### config.mk
export PLATFORM = sky130hd
export DESIGN_NAME = fifo_replay
export DESIGN_NICKNAME = d
export VERILOG_FILES = /design/src/rtl/fifo_replay_pkg.sv /design/src/rtl/fifo_replay_ctrl.sv /design/src/rtl/fifo_replay_store.sv /design/src/rtl/fifo_replay.sv
export SDC_FILE = /design/constraint.sdc
export NUM_CORES = 2
export LEC_CHECK = 0
export BUFFER_PORTS_ARGS = -buffer_cell sky130_fd_sc_hd__buf_2
export CAP_MARGIN = 20
export CELL_PAD_IN_SITES_DETAIL_PLACEMENT = 0
export CELL_PAD_IN_SITES_GLOBAL_PLACEMENT = 1
export CORE_MARGIN = 2
export CORE_UTILIZATION = 40
export DETAILED_ROUTE_END_ITERATION = 16
export HOLD_SLACK_MARGIN = 0.05
export PLACE_DENSITY_LB_ADDON = 0.1
export SLEW_MARGIN = 20
export SYNTH_ARGS = -nofsm -noshare
export SYNTH_HDL_FRONTEND = slang
export SYNTH_MEMORY_MAX_BITS = 65536
export SYNTH_SLANG_ARGS = --single-unit
### constraint.sdc
create_clock -name clk -period 7.08 [get_ports clk]
set_clock_uncertainty 0.05 [all_clocks]
set_input_delay 1.416 -clock clk [delete_from_list [all_inputs] [get_ports clk]]
set_output_delay 1.416 -clock clk [all_outputs]
set_load 0.02 [all_outputs]
### src/rtl/fifo_replay_pkg.sv
package fifo_replay_pkg;

  // Strobes from the control to the datapath for one cycle
  typedef struct packed {
    logic wrEn;   // store wrData at the write address
    logic rdEn;   // load rdData from the read address
  } fifoStrobes_t;

endpackage

### src/rtl/fifo_replay_ctrl.sv
module fifo_replay_ctrl
  import fifo_replay_pkg::*;
#(
  parameter int DEPTH = 512
) (
  input  logic                       clk,
  input  logic                       rst,
  input  logic                       wrReq,
  input  logic                       rdReq,
  input  logic                       replay,
  output fifoStrobes_t               strobes,
  output logic [$clog2(DEPTH)-1:0]   wrAddr,
  output logic [$clog2(DEPTH)-1:0]   rdAddr,
  output logic                       empty,
  output logic                       full,
  output logic                       halfFull
);

  localparam int ADDR_W = $clog2(DEPTH);
  localparam int CNT_W  = ADDR_W + 1;
  localparam logic [CNT_W-1:0]  CNT_FULL = CNT_W'(DEPTH);
  localparam logic [CNT_W-1:0]  CNT_HALF = CNT_W'(DEPTH / 2);
  localparam logic [ADDR_W-1:0] LAST_ADDR = ADDR_W'(DEPTH - 1);

  logic [ADDR_W-1:0] wrPtr, rdPtr;
  logic [CNT_W-1:0]  fillCount;
  logic              acceptWr, acceptRd;

  function automatic logic [ADDR_W-1:0] stepPtr(input logic [ADDR_W-1:0] p);
    return (p == LAST_ADDR) ? '0 : p + 1'b1;
  endfunction

  // Flags come straight from the registered fill level
  always_comb begin
    empty    = (fillCount == '0);
    full     = (fillCount == CNT_FULL);
    halfFull = (fillCount >= CNT_HALF);
  end

  // A request is accepted only when its flag allows it and no replay is pending
  always_comb begin
    acceptWr = wrReq && !full  && !replay;
    acceptRd = rdReq && !empty && !replay;
    strobes.wrEn = acceptWr;
    strobes.rdEn = acceptRd;
  end

  assign wrAddr = wrPtr;
  assign rdAddr = rdPtr;

  always_ff @(posedge clk) begin
    if (rst) begin
      wrPtr     <= '0;
      rdPtr     <= '0;
      fillCount <= '0;
    end else if (replay) begin
      rdPtr     <= '0;
      fillCount <= {1'b0, wrPtr};
    end else begin
      if (acceptWr) wrPtr <= stepPtr(wrPtr);
      if (acceptRd) rdPtr <= stepPtr(rdPtr);
      case ({acceptWr, acceptRd})
        2'b10:   fillCount <= fillCount + 1'b1;
        2'b01:   fillCount <= fillCount - 1'b1;
        default: fillCount <= fillCount;
      endcase
    end
  end

  AST_NO_OVERFLOW: assert property (@(posedge clk) disable iff (rst)
    (full && wrReq && !rdReq && !replay) |=> (full && $stable(wrPtr)));

  AST_NO_UNDERFLOW: assert property (@(posedge clk) disable iff (rst)
    (empty && rdReq && !wrReq && !replay) |=> (empty && $stable(rdPtr)));

  AST_BOTH_TAKE_EFFECT: assert property (@(posedge clk) disable iff (rst)
    (wrReq && rdReq && !replay && !empty && !full)
      |=> ($stable(fillCount) && !$stable(wrPtr) && !$stable(rdPtr)));

  AST_REPLAY_REWIND: assert property (@(posedge clk) disable iff (rst)
    replay |=> (rdPtr == '0));

  AST_FLAGS_CONSISTENT: assert property (@(posedge clk) disable iff (rst)
    !(empty && (full || halfFull)) && (!full || halfFull));

  AST_RESET_STATE: assert property (@(posedge clk) disable iff (rst)
    $fell(rst) |-> (empty && !full && !halfFull));

endmodule

### src/rtl/fifo_replay_store.sv
module fifo_replay_store
  import fifo_replay_pkg::*;
#(
  parameter int DEPTH = 512,
  parameter int WIDTH = 9
) (
  input  logic                     clk,
  input  logic                     rst,
  input  fifoStrobes_t             strobes,
  input  logic [$clog2(DEPTH)-1:0] wrAddr,
  input  logic [$clog2(DEPTH)-1:0] rdAddr,
  input  logic [WIDTH-1:0]         wrData,
  output logic [WIDTH-1:0]         rdData
);

  logic [WIDTH-1:0] mem [DEPTH];

  // The storage array has no reset; only the output register does
  always_ff @(posedge clk) begin
    if (strobes.wrEn) mem[wrAddr] <= wrData;
  end

  always_ff @(posedge clk) begin
    if (rst)               rdData <= '0;
    else if (strobes.rdEn) rdData <= mem[rdAddr];
  end

  AST_RDDATA_HOLD: assert property (@(posedge clk) disable iff (rst)
    !strobes.rdEn |=> $stable(rdData));

endmodule

### src/rtl/fifo_replay.sv
module fifo_replay
  import fifo_replay_pkg::*;
#(
  parameter int DEPTH = 512,
  parameter int WIDTH = 9
) (
  input  logic             clk,
  input  logic             rst,
  input  logic             wrReq,
  input  logic [WIDTH-1:0] wrData,
  input  logic             rdReq,
  input  logic             replay,
  output logic [WIDTH-1:0] rdData,
  output logic             empty,
  output logic             full,
  output logic             halfFull
);

  localparam int ADDR_W = $clog2(DEPTH);

  fifoStrobes_t      strobes;
  logic [ADDR_W-1:0] wrAddr, rdAddr;

  fifo_replay_ctrl #(.DEPTH(DEPTH)) ctrl (
    .clk(clk), .rst(rst), .wrReq(wrReq), .rdReq(rdReq), .replay(replay),
    .strobes(strobes), .wrAddr(wrAddr), .rdAddr(rdAddr),
    .empty(empty), .full(full), .halfFull(halfFull)
  );

  fifo_replay_store #(.DEPTH(DEPTH), .WIDTH(WIDTH)) store (
    .clk(clk), .rst(rst), .strobes(strobes), .wrAddr(wrAddr), .rdAddr(rdAddr),
    .wrData(wrData), .rdData(rdData)
  );

endmodule

==> impl_metrics.ini <==
[worst_setup_path]
timing.critical_path.mode_cell = sky130_fd_sc_hd__buf_4
data_required_critical_path_ns = 8.02
worst_path_max_delay_cell = sky130_fd_sc_hd__dfxtp_4
critical_path.startpoint_type = register
worstSetupPathType = register to register
cp_data_arrival_time_ns = 5.96
path_cells = buf_4 > buf_12 > buf_4 > mux4_2 > a22oi_1 > and3_1 > a31oi_1 > nand3_1 > a211oi_1 > a221o_1
crit_family = buffers and inverters
largest_fanout_on_the_critical_path = 71
slowest_delay_ns = 1.06
end_kind = register
critical_path.n_buffers_inverters = 3

[pwr]
vdd.ir_drop.worst_uv = 222
power.clock.fraction_pct = 44.1
post-layout-total-power_mw = 57.5
leakage_nw = 60.3
swShare_pct = 20.8
switching_power_mw = 11.9
share_seq_of_total_power_pct = 52.7
combinationalPowerShare_pct = 3.2
power-per-cell-area_nw_per_um2 = 283
internal_power_of_the_cells_mw = 45.5

[synthesis]
syn-instance-count = 8440
synth-async-reset-ratio_pct = 0
synth_cell_type_count = 81
synthMostInstantiatedCell = sky130_fd_sc_hd__edfxtp_1
synth_sequential_area_ratio_pct = 77.3
syn_avg_cell_area_um2 = 21.3
synth-compound-area-share_pct = 2.62
synth.top_cell.area_share_pct = 76.8
synth_nets = 8472
netlist_area_um2 = 180000
main_combinational_cell_family_by_area_after_synthesis = multiplexers
synth.largest_area_cell = sky130_fd_sc_hd__edfxtp_1
post_synth_main_area_contributors = sky130_fd_sc_hd__edfxtp_1, sky130_fd_sc_hd__mux4_2, sky130_fd_sc_hd__mux2i_1, sky130_fd_sc_hd__nor2_1, sky130_fd_sc_hd__a22oi_1
synthSimpleGateAreaFrac_pct = 2.71
leading_cell_types_by_count_after_synthesis = sky130_fd_sc_hd__edfxtp_1, sky130_fd_sc_hd__mux4_2, sky130_fd_sc_hd__nor2_1, sky130_fd_sc_hd__mux2i_1, sky130_fd_sc_hd__clkbuf_1
synth_mux_area_share_pct = 15.6
synth_enable_flop_cells = 4608
ys_ff_latch = 4645
post_synth_xor_area_fraction_pct = 0.0778
adder_and_majority_cell_fraction_of_the_synthesized_area_pct = 0.129
synth_warnings = 0
yosys_most_used_dff = sky130_fd_sc_hd__edfxtp_1

[placed_design]
dpl.cell_count = 14100
routabilityCongestion = 0.834
hpwl_dp_mm = 319
io_buffers = 25

[timing]
timing.final.crit_period_ns = 5.02
worst_slew_pin_tran_ns = 1.34
setup_violations = 0
worst_slew_margin_rel_pct = 10.9
maximum_achievable_frequency_mhz = 199
setup_tns_ns = 0
count_of_final_hold_check_violations = 0
drv_slew = 0
grt_setup_unrepaired = false
timing.final.crit_share_pct = 70.9

[layout]
final_core_utilization_pct = 45.3
drive_gt1_share_pct = 23.3
nNetsFinal = 8681
layout-area-overhead-vs-synth_pct = 12.9
final_cells = 15000

[cts]
ctsLongestPathBuffers = 4
clkSinkCount = 4645
tritoncts = yes
clk_transition_reported_paths_ns = 0.06
cts-buffers-inserted = 485
clock_tree.htree_level_count = 5
cts_setup_buffers = 0
cts.root.buffer_cell = sky130_fd_sc_hd__clkbuf_16
clock_insertion_delay_worst_skew_ns = 1.04
post_cts_resize_count = 0
cts_hold_buf = 0

[grt]
initial_antenna_violation_count = 37
grt_remaining_overflow = 0
first_global_vias = 89500
grt_first_pass_wirelength_mm = 734
grt_max_degree = 164
grt_util_all_layers_pct = 22.9

[detailed_routing]
detail_route.first_pass.iterations = 6
routed.top_layer = met5
met3RoutedLength_mm = 32.4
met2RoutedLength_mm = 252
drt_first_iter_violations = 10500
postRouteWirelength_mm = 527
wl_met1_mm = 231
remaining_design_rule_violation_count = 0
vias_per_cell = 5.86
detailroute.via_count = 87900
wl_per_cell_um = 35.1
final_antenna_net_count = 0

[die]
fp.dieW_um = 675
starting_utilization_of_the_core_area_pct = 40.2
chipHeight_um = 675
placeableCoreArea_um2 = 448000
io-pin-count = 26
die_area_um2 = 456000
core.rowCount = 246

[flow_run]
drv_cap = 0

[worst_hold_path]
holdCritPathClass = register to register

[run_status]
result_of_the_run = complete, no violations
==> worst reg2reg max path, delay by kind of cell, from the launching register on <==
family	cells	cell delay, ns
AND/OR/NAND/NOR	2	0.70
multiplexers	1	0.39
flip-flops	1	1.06
buffers and inverters	3	1.61
AO/OA/AOI/OAI	4	1.18
==> worst paths after layout <==
path / depth (start not counted) / endpoint / slack, ns / start
worst max register to register: 10 / store.rdData[6] / 2.06 / ctrl.rdAddr[1]
worst min-delay path: 2 / ctrl.fillCount[5] / 0.48 / ctrl.fillCount[5]
worst min register to register: 2 / ctrl.fillCount[5] / 0.48 / ctrl.fillCount[5]
worst max-delay path: 10 / store.rdData[6] / 2.06 / ctrl.rdAddr[1]
==> through the flow <==
stage / setup WS [ns] / hold WS (ns) / cell area (µm²)
detailed placement: 1.39 / 0.468 / 188000
finish: 2.06 / 0.484 / 203000
global placement: 1.47 / 0.466 / 188000
floorplan: 2.52 / 0.421 / 180000
global route: 1.97 / 0.524 / 203000
CTS: 2.01 / 0.481 / 203000
==> power groups by stage <==
stage / combinational, mW / sequential (mW) / clock, mW
2_1_floorplan: 0.939 / 30.8 / 0
3_3_place_gp: 1.89 / 30.9 / 0
3_5_place_dp: 1.90 / 30.9 / 0
4_1_cts: 1.90 / 30.3 / 25.8
5_1_grt: 1.97 / 30.3 / 26.8
6_report: 1.85 / 30.3 / 25.4
==> cells by family (layout without fill, tap and decap cells) <==
logic type / count (synthesis) / in the layout
DFF: 4645 / 4645
muxes: 1446 / 1446
and+or+nand+nor: 1102 / 1102
AOI/OAI and AO/OA: 677 / 677
buffers and inverters: 536 / 1137
adders and majority gates: 18 / 18
xor gates and xnor gates: 16 / 16
other: 0 / 18
==> layout make-up <==
cell class,instances,area [µm²]
fill,37300,245000
sequential,4645,139000
multi-input combinational,3259,38400
clock buffer,582,12600
tap,5952,7450
clock inverter,297,3040
timing repair buffer,238,2550
inverter,20,81.3
antenna,18,45.0
==> flip-flops by register name, indices dropped and copies added (netlist names) <==
signal and count:
ctrl.fillCount 10, ctrl.wrAddr 9, ctrl.rdAddr 9, store.rdData 9, store.mem 4608
==> cells in the final DEF, fill, tap and decap left out, types with 25 or more instances in the layout <==
cell type                   Yosys  routed
sky130_fd_sc_hd__mux2_2        27      27
sky130_fd_sc_hd__clkbuf_1     205      90
sky130_fd_sc_hd__bufinv_16      0      56
sky130_fd_sc_hd__buf_4         96     154
sky130_fd_sc_hd__nor3_1        44      39
sky130_fd_sc_hd__buf_12         0      56
sky130_fd_sc_hd__a21oi_1       70      70
sky130_fd_sc_hd__o21ai_0       61      61
sky130_fd_sc_hd__clkinv_1       0     114
sky130_fd_sc_hd__a211oi_1      65      63
sky130_fd_sc_hd__a22oi_1      149     149
sky130_fd_sc_hd__edfxtp_1    4608    4608
sky130_fd_sc_hd__nand4_1       25      25
sky130_fd_sc_hd__dfxtp_1       37      30
sky130_fd_sc_hd__nand2_1      181     162
sky130_fd_sc_hd__mux4_2      1085    1085
sky130_fd_sc_hd__nand3_1       72      72
sky130_fd_sc_hd__o22ai_1      156     156
sky130_fd_sc_hd__clkinv_2       0      82
sky130_fd_sc_hd__mux2i_1      334     334
sky130_fd_sc_hd__nor2_1       614     605
sky130_fd_sc_hd__clkbuf_16      0     492
==> layer usage <==
layer	global-route usage [%]	up-vias
li1	-	35900
met1	33.4	48100
met2	36.9	3326
met3	3.14	617
met4	5.10	10
met5	0	-
Note: power is estimated with default switching activity, not from simulation.
